==> src/rtl/fisu_pkg.sv <==
package fisu_pkg;

    typedef enum logic [2:0] {
        OFF_STATUS = 3'd0,
        OFF_CTRL   = 3'd1,
        OFF_ADDR   = 3'd2,
        OFF_ATTR   = 3'd3,
        OFF_DATA   = 3'd4
    } reg_off_e;

    localparam int unsigned NSRC    = 2;
    localparam int unsigned WDT_BIT = 0;
    localparam int unsigned FLT_BIT = 1;
    localparam int unsigned STAT_W  = 8;

endpackage

==> src/rtl/fisu_flag.sv <==
module fisu_flag (
    input  logic clk,
    input  logic rst_n,
    input  logic set_i,
    input  logic clr_i,
    output logic flag_o
);

    typedef struct packed {
        logic flag;
    } flag_state_t;

    flag_state_t st_d, st_q;

    always_comb begin
        st_d = st_q;
        if (clr_i) st_d.flag = 1'b0;
        if (set_i) st_d.flag = 1'b1;
    end

    always_ff @(posedge clk or negedge rst_n) begin
        if (!rst_n) st_q <= '0;
        else        st_q <= st_d;
    end

    assign flag_o = st_q.flag;

endmodule

==> src/rtl/fisu_capture.sv <==
module fisu_capture #(
    parameter int unsigned ADDR_W = 32,
    parameter int unsigned ATTR_W = 8,
    parameter int unsigned DATA_W = 32
) (
    input  logic              clk,
    input  logic              rst_n,
    input  logic              load_i,
    input  logic              is_write_i,
    input  logic [ADDR_W-1:0] addr_i,
    input  logic [ATTR_W-1:0] attr_i,
    input  logic [DATA_W-1:0] data_i,
    output logic [ADDR_W-1:0] addr_o,
    output logic [ATTR_W-1:0] attr_o,
    output logic [DATA_W-1:0] data_o
);

    typedef struct packed {
        logic [ADDR_W-1:0] addr;
        logic [ATTR_W-1:0] attr;
        logic [DATA_W-1:0] data;
    } cap_state_t;

    cap_state_t st_d, st_q;

    always_comb begin
        st_d = st_q;
        if (load_i) begin
            st_d.addr = addr_i;
            st_d.attr = attr_i;
            st_d.data = is_write_i ? data_i : '0;
        end
    end

    always_ff @(posedge clk or negedge rst_n) begin
        if (!rst_n) st_q <= '0;
        else        st_q <= st_d;
    end

    assign addr_o = st_q.addr;
    assign attr_o = st_q.attr;
    assign data_o = st_q.data;

endmodule

==> src/rtl/fisu_regif.sv <==
module fisu_regif
    import fisu_pkg::*;
#(
    parameter int unsigned RDW    = 32,
    parameter int unsigned ADDR_W = 32,
    parameter int unsigned ATTR_W = 8,
    parameter int unsigned DATA_W = 32
) (
    input  logic              clk,
    input  logic              rst_n,
    input  logic              reg_wr,
    input  logic [2:0]        reg_addr,
    input  logic [RDW-1:0]    reg_wdata,
    input  logic [NSRC-1:0]   flags_i,
    input  logic [ADDR_W-1:0] cap_addr_i,
    input  logic [ATTR_W-1:0] cap_attr_i,
    input  logic [DATA_W-1:0] cap_data_i,
    output logic [NSRC-1:0]   clr_o,
    output logic              en_o,
    output logic [RDW-1:0]    reg_rdata
);

    typedef struct packed {
        logic en;
    } ctrl_state_t;

    ctrl_state_t st_d, st_q;

    always_comb begin
        st_d  = st_q;
        clr_o = '0;
        if (reg_wr) begin
            case (reg_off_e'(reg_addr))
                OFF_STATUS: clr_o = reg_wdata[NSRC-1:0];
                OFF_CTRL:   st_d.en = reg_wdata[0];
                default:    ;
            endcase
        end
    end

    always_ff @(posedge clk or negedge rst_n) begin
        if (!rst_n) st_q <= '0;
        else        st_q <= st_d;
    end

    always_comb begin
        reg_rdata = '0;
        case (reg_off_e'(reg_addr))
            OFF_STATUS: reg_rdata[NSRC-1:0]   = flags_i;
            OFF_CTRL:   reg_rdata[0]          = st_q.en;
            OFF_ADDR:   reg_rdata[ADDR_W-1:0] = cap_addr_i;
            OFF_ATTR:   reg_rdata[ATTR_W-1:0] = cap_attr_i;
            OFF_DATA:   reg_rdata[DATA_W-1:0] = cap_data_i;
            default:    reg_rdata = '0;
        endcase
    end

    assign en_o = st_q.en;

endmodule

==> src/rtl/fault_irq_status.sv <==
module fault_irq_status
    import fisu_pkg::*;
#(
    parameter int unsigned RDW    = 32,
    parameter int unsigned ADDR_W = 32,
    parameter int unsigned ATTR_W = 8,
    parameter int unsigned DATA_W = 32
) (
    input  logic              clk,
    input  logic              rst_n,
    input  logic              reg_wr,
    input  logic [2:0]        reg_addr,
    input  logic [RDW-1:0]    reg_wdata,
    output logic [RDW-1:0]    reg_rdata,
    input  logic              flt_valid,
    input  logic              flt_write,
    input  logic [ADDR_W-1:0] flt_addr,
    input  logic [ATTR_W-1:0] flt_attr,
    input  logic [DATA_W-1:0] flt_wdata,
    input  logic              wdt_irq_pulse,
    output logic              irq_fault,
    output logic              irq_wdt
);

    logic [NSRC-1:0]   set_v;
    logic [NSRC-1:0]   clr_v;
    logic [NSRC-1:0]   flag_q;
    logic              en_q;
    logic              cap_load;
    logic [ADDR_W-1:0] cap_addr;
    logic [ATTR_W-1:0] cap_attr;
    logic [DATA_W-1:0] cap_data;

    always_comb begin
        set_v          = '0;
        set_v[WDT_BIT] = wdt_irq_pulse;
        set_v[FLT_BIT] = flt_valid;
        cap_load       = flt_valid && (!flag_q[FLT_BIT] || clr_v[FLT_BIT]);
    end

    for (genvar i = 0; i < NSRC; i++) begin : g_flag
        fisu_flag u_flag (
            .clk    (clk),
            .rst_n  (rst_n),
            .set_i  (set_v[i]),
            .clr_i  (clr_v[i]),
            .flag_o (flag_q[i])
        );
    end

    fisu_capture #(
        .ADDR_W (ADDR_W),
        .ATTR_W (ATTR_W),
        .DATA_W (DATA_W)
    ) u_cap (
        .clk        (clk),
        .rst_n      (rst_n),
        .load_i     (cap_load),
        .is_write_i (flt_write),
        .addr_i     (flt_addr),
        .attr_i     (flt_attr),
        .data_i     (flt_wdata),
        .addr_o     (cap_addr),
        .attr_o     (cap_attr),
        .data_o     (cap_data)
    );

    fisu_regif #(
        .RDW    (RDW),
        .ADDR_W (ADDR_W),
        .ATTR_W (ATTR_W),
        .DATA_W (DATA_W)
    ) u_regif (
        .clk        (clk),
        .rst_n      (rst_n),
        .reg_wr     (reg_wr),
        .reg_addr   (reg_addr),
        .reg_wdata  (reg_wdata),
        .flags_i    (flag_q),
        .cap_addr_i (cap_addr),
        .cap_attr_i (cap_attr),
        .cap_data_i (cap_data),
        .clr_o      (clr_v),
        .en_o       (en_q),
        .reg_rdata  (reg_rdata)
    );

    assign irq_fault = flag_q[FLT_BIT] & en_q;
    assign irq_wdt   = flag_q[WDT_BIT];

endmodule

==> config.mk <==
export PLATFORM = sky130hd
export DESIGN_NAME = fault_irq_status
export DESIGN_NICKNAME = d
export VERILOG_FILES = /design/src/rtl/fisu_pkg.sv /design/src/rtl/fisu_flag.sv /design/src/rtl/fisu_capture.sv /design/src/rtl/fisu_regif.sv /design/src/rtl/fault_irq_status.sv
export SDC_FILE = /design/constraint.sdc
export NUM_CORES = 1
export LEC_CHECK = 0
export BUFFER_PORTS_ARGS = -buffer_cell sky130_fd_sc_hd__buf_2
export CAP_MARGIN = 20
export CORE_ASPECT_RATIO = 0.7
export CORE_UTILIZATION = 42
export CTS_CLUSTER_DIAMETER = 100
export CTS_CLUSTER_SIZE = 12
export DETAILED_ROUTE_END_ITERATION = 8
export PLACE_DENSITY_LB_ADDON = 0.25
export SLEW_MARGIN = 30
export SYNTH_ARGS = -nofsm -noshare
export SYNTH_HDL_FRONTEND = slang
export SYNTH_SLANG_ARGS = --single-unit
==> constraint.sdc <==
create_clock -name clk -period 1.4 [get_ports clk]
set_input_delay 0.14 -clock clk [delete_from_list [all_inputs] [get_ports clk]]
set_output_delay 0.14 -clock clk [all_outputs]
set_load 0.01 [all_outputs]
==> results.sh, run 1 <==
export IMPL_core_area_sq_um=7450
export IMPL_p_leak_nw=2.38
export IMPL_numClockSinks=75
export IMPL_skew_ns=0.00521
export IMPL_powerDensity_nw_per_um2=1270
export IMPL_io_pins=147
export IMPL_port_buffer_count=116
export IMPL_reg2reg_from="g_flag[1].u_flag.flag_o"
export IMPL_diodes=0
export IMPL_yosysWarnings=0
export IMPL_worst_hold_path_type="in -> reg"
export IMPL_min_delay_start="flt_wdata[14]"
export IMPL_hpwl_um=5120
export IMPL_cts_max_path_buffers=2
export IMPL_wl_per_cell_um=17.6
export IMPL_grt_pass1_vias=2580
export IMPL_layout_setup_ws_ns=-0.253
export IMPL_rsz0062_at_grt="true"
export IMPL_grt_max_degree=76
export IMPL_dieHeight_um=76.2
export IMPL_clk_pin_slew_worst_paths_ns=0.08
export IMPL_final_nets=511
export IMPL_dieArea_sq_um=8230
export IMPL_drv_slew=0
export IMPL_cts_tree="built"
export IMPL_ys_types=26
export IMPL_cts_buffers=9
export IMPL_cts_root_buf="clkbuf_8"
export IMPL_cts_htree_levels=3
export IMPL_ys_seq_area_frac=0.568
export IMPL_timing_fmax_mhz=605
export IMPL_syn_num_nets=352
export IMPL_min_period_over_period=1.18
export IMPL_grt_pass1_wl_um=12800
export IMPL_grt_antenna_before_repair=0
export IMPL_cp_max_fo=2
export IMPL_period_needed_ns=1.65
export IMPL_die_x_um=108
export IMPL_ir_worst_vdd_uv=691
export IMPL_required_ns=1.26
export IMPL_syn_to_final_growth_pct=46.9
export IMPL_drt_iter0_drc=123
export IMPL_whs_ns=0.00984
export IMPL_syn_inst=239
export IMPL_status="finished with violations"
export IMPL_r2r_end="u_cap.data_o[25]"
export IMPL_route_detailed_drc=0
export IMPL_r2r_cells=7
export IMPL_ys_seq_elements=75
export IMPL_worstPathArrival_ns=1.51
export IMPL_failed_checks="setup timing"
export IMPL_vias=2634
export IMPL_clkLatencyLatePin_ns=0.34
export IMPL_gp_congestion=0.749
export IMPL_cp_start_kind="flop"
export IMPL_dr_pass1_iters=4
export IMPL_r2r_slack_ns=-0.13
export IMPL_end_kind="output port"
export IMPL_syn_area_per_cell_sq_um=13.8
export IMPL_tightestPinTransition_ns=0.409
export IMPL_final_layout_size_suffix_gt1_frac=0.552
export IMPL_whs_endpoint="u_cap.data_o[14]"
export IMPL_postRouteAntennaNets=0
export IMPL_grt_usage=0.203
export IMPL_grt_overflow=0
export IMPL_fin_tns_setup_ns=-7.37
export IMPL_drt_total_wl_um=8800
export IMPL_start_util=0.443
export IMPL_maxSlewHeadroom=0.727
export IMPL_critPathKind="reg -> out"
export IMPL_syn_area_sq_um=3300
export IMPL_final_hold_viol_count=0
export IMPL_vias_per_cell=5.27
export IMPL_holdPathStages=2
export IMPL_cap_violations=0
export IMPL_fp_row_count=26
export IMPL_setup_viol=75
export IMPL_p_total_w=0.00617
## cells by family (layout without fill, tap and decap cells)
logic type             after synthesis  in the layout  share of synthesized area
AO/OA/AOI/OAI                       72             72                      0.184
buffers and inverters               20            183                     0.0428
multiplexers                        50             50                      0.167
flip-flops                          75             75                      0.568
AND/OR/NAND/NOR                     22             22                     0.0375
## critical path, stage by stage, from the launching register on
cell	delay, ns
dfrtp_1	0.41
buf_6	0.13
mux2_2	0.26
a22oi_2	0.13
o21ai_1	0.10
buf_2	0.15
## layout make-up
cell class                      count  area [sq um]
Clock buffer                       11           141
Sequential cell                    75          1880
Multi-Input combinational cell    144          1340
Timing Repair Buffer              167          1270
Tap cell                           98           123
Inverter                            1          3.75
Fill cell                         601          2600
Clock inverter                      4          98.8
## how the worst max path moves through the flow
stage | startpoint | to | slack (ns) | cells after the start
after floorplan | reg_addr[2] | u_cap.addr_o[19] | -0.21 | 5
after global placement | reg_addr[2] | u_cap.addr_o[13] | -0.31 | 5
after detailed placement | reg_addr[2] | u_cap.addr_o[11] | -0.35 | 5
after CTS | g_flag[1].u_flag.flag_o | reg_rdata[1] | -0.28 | 5
after global routing | g_flag[1].u_flag.flag_o | reg_rdata[1] | -0.30 | 5
final | g_flag[1].u_flag.flag_o | reg_rdata[1] | -0.25 | 5
## what timing repair did
item                                   4_1_cts  5_1_grt
gates resized for setup                      6       18
pin swaps                                    1        6
setup endpoints to repair                   20      103
setup buffers                                2       14
gates cloned                                 1        7
endpoints found under the hold margin       82        0
hold buffers                                 8        0
## Yosys cell counts
cell | instances | area, sq um
nor3b_1 | 1 | 7.51
o21a_1 | 1 | 7.51
nand2_1 | 9 | 33.8
nand3b_1 | 1 | 7.51
a22o_1 | 56 | 490
or4b_4 | 1 | 13.8
nand3_1 | 1 | 5.00
buf_2 | 5 | 25.0
mux2i_1 | 8 | 80.1
o21a_4 | 1 | 15.0
inv_1 | 1 | 3.75
nor2_1 | 3 | 11.3
a21o_1 | 2 | 15.0
o2111a_1 | 1 | 11.3
clkbuf_1 | 6 | 22.5
mux2_1 | 2 | 22.5
mux2_2 | 40 | 450
nor4b_1 | 1 | 8.76
a22oi_1 | 1 | 7.51
or4bb_1 | 1 | 11.3
and2_1 | 1 | 6.26
o21ai_0 | 9 | 45.0
o21ai_4 | 1 | 16.3
dfrtp_1 | 75 | 1880
buf_6 | 8 | 90.1
nand2b_1 | 3 | 18.8
## where the power goes
part	internal, W	switching (W)	leakage [nW]
registers	0.00268	0.000271	0.934
logic	0.000788	0.000433	1.33
clock network	0.00123	0.000778	0.120
total	0.00469	0.00148	2.38
## state kept, by name, indices dropped and copies added, names as in the netlist
name / cells
u_cap.addr_o: 32
u_cap.data_o: 32
u_cap.attr_o: 8
g_flag.u_flag.flag_o: 2
u_regif.en_o: 1
## per-layer routing
metal | GRT usage | share of wire | vias up
met3 | 0.0590 | 0.063 | 11
met4 | 0.0589 | 0.012 | 0
met2 | 0.297 | 0.44 | 93
met1 | 0.291 | 0.49 | 1310
met5 | 0 | 0 | -
li1 | - | - | 1220
## through the flow
| stage | utilization | std cells | worst slack (ns) | cell area (sq um) |
|---|---|---|---|---|
| 3_5_place_dp | 0.554 | 453 | -0.346 | 4120 |
| 3_3_place_gp | 0.554 | 453 | -0.313 | 4120 |
| 6_report | 0.651 | 500 | -0.253 | 4850 |
| 4_1_cts | 0.605 | 479 | -0.278 | 4510 |
| 2_1_floorplan | - | 239 | -0.215 | 3330 |
| 5_1_grt | 0.651 | 500 | -0.300 | 4850 |
## layout by cell type (no fill, tap or decap), drive strengths merged, types with 2 or more instances in the layout
cell type	synthesis	routed
a21o	2	2
dfrtp	75	75
nand2b	3	3
o21a	2	2
bufinv	0	3
mux2i	8	8
mux2	42	42
o21ai	10	10
clkbuf	6	17
dlygate4sd3	0	8
nand2	9	9
a22o	56	56
nor2	3	3
buf	13	152
(Power assumes the default switching activity.)
==> inputs of run 2 (changes only) <==
REMOVE_ABC_BUFFERS = 1   (was unset)
==> results.sh, run 2 (synthesis gave the netlist of run 1 again) <==
export IMPL_grt_busiest_layer="met1"
export IMPL_vias=2643
export IMPL_period_needed_ns=1.60
export IMPL_drt_iter0_drc=115
export IMPL_gp_congestion=0.763
export IMPL_hpwl_um=5520
export IMPL_final_nets=511
export IMPL_io_pins=147
export IMPL_die_x_um=108
export IMPL_cap_violations=0
export IMPL_critPathKind="reg -> out"
export IMPL_r2r_cells=7
export IMPL_max_stage_delay_ns=0.39
export IMPL_cp_max_fo=2
export IMPL_drv_slew=0
export IMPL_dp_slack_ns=-0.412
export IMPL_min_delay_start="flt_wdata[3]"
export IMPL_cts_tree="built"
export IMPL_end_kind="output port"
export IMPL_core_area_sq_um=7450
export IMPL_fp_row_count=26
export IMPL_required_ns=1.26
export IMPL_clkLatencyLatePin_ns=0.34
export IMPL_whs_ns=0.0221
export IMPL_r2r_end="u_cap.data_o[8]"
export IMPL_multiInputGateArea_sq_um=1360
export IMPL_cts_buffers=9
export IMPL_grt_use_met3=0.0513
export IMPL_final_cell_mix="buf_2, dfrtp_1, a22o_1, mux2_2, buf_4"
export IMPL_grtUsageMet1=0.327
export IMPL_final_layout_size_suffix_gt1_frac=0.545
export IMPL_grt_usage=0.216
export IMPL_start_util=0.443
export IMPL_final_hold_viol_count=0
export IMPL_grt_max_degree=76
export IMPL_rsz0062_at_grt="true"
export IMPL_layout_setup_ws_ns=-0.204
export IMPL_clk_pin_slew_worst_paths_ns=0.08
export IMPL_final_common_cell="buf_2"
export IMPL_p_total_w=0.00604
export IMPL_ir_worst_vdd_uv=648
export IMPL_postRouteAntennaNets=0
export IMPL_dieHeight_um=76.2
export IMPL_status="finished with violations"
export IMPL_min_period_over_period=1.15
export IMPL_numClockSinks=75
export IMPL_regArea_sq_um=1880
export IMPL_grt_pass1_wl_um=13400
export IMPL_grt_overflow=0
export IMPL_wl_per_cell_um=17.5
export IMPL_cts_htree_levels=3
export IMPL_cts_max_path_buffers=2
export IMPL_p_leak_nw=2.34
export IMPL_failed_checks="setup timing"
export IMPL_vias_per_cell=5.28
export IMPL_fillers=589
export IMPL_port_buffer_count=116
export IMPL_reg2reg_from="g_flag[1].u_flag.flag_o"
export IMPL_holdPathStages=2
export IMPL_drt_total_wl_um=8770
export IMPL_powerDensity_nw_per_um2=1270
export IMPL_cp_start_kind="flop"
export IMPL_route_detailed_drc=0
export IMPL_worstPathCellList="buf_6 -> mux2_4 -> a22oi_2 -> o21ai_2 -> buf_2"
export IMPL_whs_endpoint="u_cap.data_o[3]"
export IMPL_grt_pass1_vias=2586
export IMPL_worst_hold_path_type="in -> reg"
export IMPL_slowest_stage="dfrtp_1"
export IMPL_worstPathArrival_ns=1.46
export IMPL_syn_to_final_growth_pct=44.5
export IMPL_grt_antenna_before_repair=1
export IMPL_r2r_slack_ns=-0.14
export IMPL_setup_viol=75
export IMPL_dieArea_sq_um=8230
export IMPL_dr_pass1_iters=4
export IMPL_met2_usage=0.309
export IMPL_cts_root_buf="clkbuf_8"
export IMPL_tightestPinTransition_ns=0.411
export IMPL_skew_ns=0.00541
export IMPL_timing_fmax_mhz=624
export IMPL_maxSlewHeadroom=0.726
==> run 2: per-stage QoR <==
step / utilization / std cells / TNS [ns] / area, sq um
6_report: 0.641 / 501 / -6.43 / 4770
2_1_floorplan: - / 220 / -54.15 / 3170
5_1_grt: 0.640 / 500 / -9.83 / 4770
4_1_cts: 0.622 / 493 / -2.80 / 4630
3_3_place_gp: 0.552 / 457 / -31.34 / 4110
3_5_place_dp: 0.552 / 457 / -33.97 / 4110
==> run 2: worst max-delay path by stage <==
stage                             from              end  slack [ns]  depth (start not counted)
2_1_floorplan              reg_addr[1]     reg_rdata[1]       -1.04                          3
3_3_place_gp               reg_addr[2]  u_cap.addr_o[0]       -0.36                          5
3_5_place_dp               reg_addr[2]    reg_rdata[14]       -0.41                          5
4_1_cts        g_flag[1].u_flag.flag_o     reg_rdata[1]       -0.27                          5
5_1_grt        g_flag[1].u_flag.flag_o     reg_rdata[1]       -0.27                          5
6_report       g_flag[1].u_flag.flag_o     reg_rdata[1]       -0.20                          5
==> run 2: cell type report <==
cell class / instances / share of cell area
Antenna cell: 1 / 0.000524
Clock inverter: 4 / 0.0155
Clock buffer: 11 / 0.0317
Tap cell: 98 / 0.0257
Inverter: 1 / 0.000787
Sequential cell: 75 / 0.393
Multi-Input combinational cell: 145 / 0.284
Timing Repair Buffer: 166 / 0.248
==> run 2: what timing repair did <==
action	CTS	global route
hold buffers	15	0
hold endpoints to repair	89	0
buffers inserted	3	4
pin swaps	4	5
endpoints found under the setup margin	34	93
gates cloned	3	3
gates resized for setup	19	11
==> run 2: power by group <==
part	internal, W	switching (W)
clock	0.00109	0.000792
sequential	0.00268	0.000287
combinational	0.000763	0.000430
total	0.00453	0.00151
==> run 2: layer usage <==
metal,up-vias,part of all wire
li1,1221,-
met1,1296,0.49
met2,118,0.42
met3,8,0.078
met4,0,0.0072
met5,-,0
==> run 2: critical path: cells and delay by family, from the launching register on <==
| kind | cells | cell delay, ns |
|---|---|---|
| compound gates | 2 | 0.22 |
| buf+inv | 2 | 0.26 |
| mux | 1 | 0.26 |
| flops | 1 | 0.39 |
==> inputs of run 3 (changes only) <==
CORE_MARGIN = 2   (was unset)
==> results.sh, run 3 (synthesis gave the netlist of run 1 again) <==
export IMPL_cts_tree="built"
export IMPL_gp_congestion=0.720
export IMPL_drt_iter0_drc=147
export IMPL_worstPathCellList="buf_6 -> mux2_4 -> a22oi_2 -> o21ai_1 -> buf_2"
export IMPL_p_leak_nw=2.36
export IMPL_final_layout_size_suffix_gt1_frac=0.533
export IMPL_final_nets=517
export IMPL_clkLatencyLatePin_ns=0.35
export IMPL_crit_family="flip-flops"
export IMPL_diodes=0
export IMPL_dr_pass1_iters=4
export IMPL_cts_root_buf="clkbuf_8"
export IMPL_final_cell_mix="buf_2, dfrtp_1, a22o_1, mux2_2, buf_4"
export IMPL_postRouteAntennaNets=0
export IMPL_route_detailed_drc=0
export IMPL_min_period_over_period=1.17
export IMPL_clk_pin_slew_worst_paths_ns=0.08
export IMPL_powerDensity_nw_per_um2=1250
export IMPL_cts_max_path_buffers=2
export IMPL_die_x_um=110
export IMPL_core_area_sq_um=7740
export IMPL_fillers=624
export IMPL_slowest_stage="dfrtp_1"
export IMPL_start_util=0.427
export IMPL_io_pins=147
export IMPL_maxSlewHeadroom=0.727
export IMPL_grt_antenna_before_repair=1
export IMPL_reg2reg_from="g_flag[1].u_flag.flag_o"
export IMPL_skew_ns=0.00943
export IMPL_multiInputGateArea_sq_um=1360
export IMPL_grt_overflow=0
export IMPL_regArea_sq_um=1880
export IMPL_cts_buffers=9
export IMPL_r2r_slack_ns=-0.08
export IMPL_vias=2680
export IMPL_status="finished with violations"
export IMPL_cap_violations=0
export IMPL_grt_usage=0.196
export IMPL_whs_ns=0.0158
export IMPL_tightestPinTransition_ns=0.410
export IMPL_cp_start_kind="flop"
export IMPL_wl_per_cell_um=17.9
export IMPL_numClockSinks=75
export IMPL_r2r_end="u_cap.attr_o[1]"
export IMPL_fin_cells=510
export IMPL_rsz0062_at_grt="true"
export IMPL_fp_row_count=27
export IMPL_dieHeight_um=78.2
export IMPL_timing_fmax_mhz=609
export IMPL_worst_hold_path_type="in -> reg"
export IMPL_worstPathArrival_ns=1.50
export IMPL_final_common_cell="buf_2"
export IMPL_critPathLaunch="g_flag[1].u_flag.flag_o"
export IMPL_failed_checks="setup timing"
export IMPL_endpoint="reg_rdata[1]"
export IMPL_setup_viol=31
export IMPL_dieArea_sq_um=8600
export IMPL_port_buffer_count=116
export IMPL_placed_cells=454
export IMPL_drv_slew=0
export IMPL_grt_pass1_wl_um=12700
export IMPL_critPathKind="reg -> out"
export IMPL_cp_depth=5
export IMPL_hpwl_um=5320
export IMPL_cts_htree_levels=3
export IMPL_required_ns=1.26
export IMPL_worst_path_buf_inv=2
export IMPL_drt_total_wl_um=9130
export IMPL_ir_worst_vdd_uv=567
export IMPL_end_kind="output port"
export IMPL_period_needed_ns=1.64
export IMPL_cp_max_fo=5
export IMPL_r2r_cells=5
export IMPL_vias_per_cell=5.25
export IMPL_max_stage_delay_ns=0.39
export IMPL_layout_setup_ws_ns=-0.242
export IMPL_grt_pass1_vias=2492
export IMPL_final_hold_viol_count=0
export IMPL_syn_to_final_growth_pct=46.4
export IMPL_grt_max_degree=76
[run 3: changes by cell type in the layout (fill, tap and decap cells not counted), moves of 2 or more]
cell | previous run | this run
mux2_2 | 33 | 37
o21ai_1 | 2 | 6
o21ai_0 | 6 | 3
dlygate4sd3_1 | 15 | 19
mux2_4 | 7 | 3
buf_16 | 2 | 0
clkbuf_16 | 2 | 5
[run 3: layout make-up]
class,count,area share
Sequential cell,75,0.388
Inverter,1,0.000776
Clock inverter,4,0.0150
Multi-Input combinational cell,146,0.281
Timing Repair Buffer,171,0.257
Clock buffer,12,0.0321
Tap cell,101,0.0261
[run 3: per-stage QoR]
stage	setup slack (ns)	instance area [sq um]	TNS (ns)	total power (W)	util
after floorplan	-1.04	3170	-54.15	0.00358	-
after global placement	-0.282	4070	-19.49	0.00398	0.526
after detailed placement	-0.302	4070	-20.25	0.00404	0.526
after CTS	-0.231	4420	-0.318	0.00598	0.571
after global routing	-0.308	4840	-3.50	0.00637	0.625
final	-0.242	4840	-2.02	0.00602	0.625
[run 3: repair_timing]
item | 4_1_cts | 5_1_grt
hold endpoints to repair | 83 | 10
endpoints found under the setup margin | 7 | 104
pin swaps | 0 | 5
hold buffers | 9 | 10
resized for setup | 8 | 21
setup buffers | 1 | 11
cloned | 0 | 9
[run 3: power breakdown]
part           switching (W)  total [W]  leakage, nW  internal [W]
logic               0.000439    0.00119         1.32      0.000752
registers           0.000273    0.00295        0.934       0.00268
clock network       0.000783    0.00188        0.113       0.00110
total                0.00150    0.00602         2.36       0.00453
[run 3: worst min-delay path by stage]
| stage | from | end | slack, ns | cells past startpoint |
|---|---|---|---|---|
| after floorplan | rst_n | g_flag[0].u_flag.flag_o | -0.16 | 0 |
| after global placement | rst_n | g_flag[0].u_flag.flag_o | 0.19 | 2 |
| after detailed placement | rst_n | g_flag[0].u_flag.flag_o | 0.19 | 2 |
| after CTS | flt_wdata[13] | u_cap.data_o[13] | 0.0001 | 2 |
| after global routing | flt_attr[3] | u_cap.attr_o[3] | 0.0001 | 2 |
| final | flt_wdata[5] | u_cap.data_o[5] | 0.02 | 2 |
[run 3: worst reg2reg max path, stage by stage, from the launching register on]
cell,delay (ns)
dfrtp_1,0.39
nand2b_2,0.22
o21ai_4,0.11
buf_6,0.16
clkbuf_16,0.16
mux2_2,0.34
[run 3: layer usage]
metal | part of all wire | GRT usage
met5 | 0.0014 | 0
met4 | 0.0062 | 0.0342
met3 | 0.077 | 0.0723
met2 | 0.45 | 0.301
met1 | 0.47 | 0.270
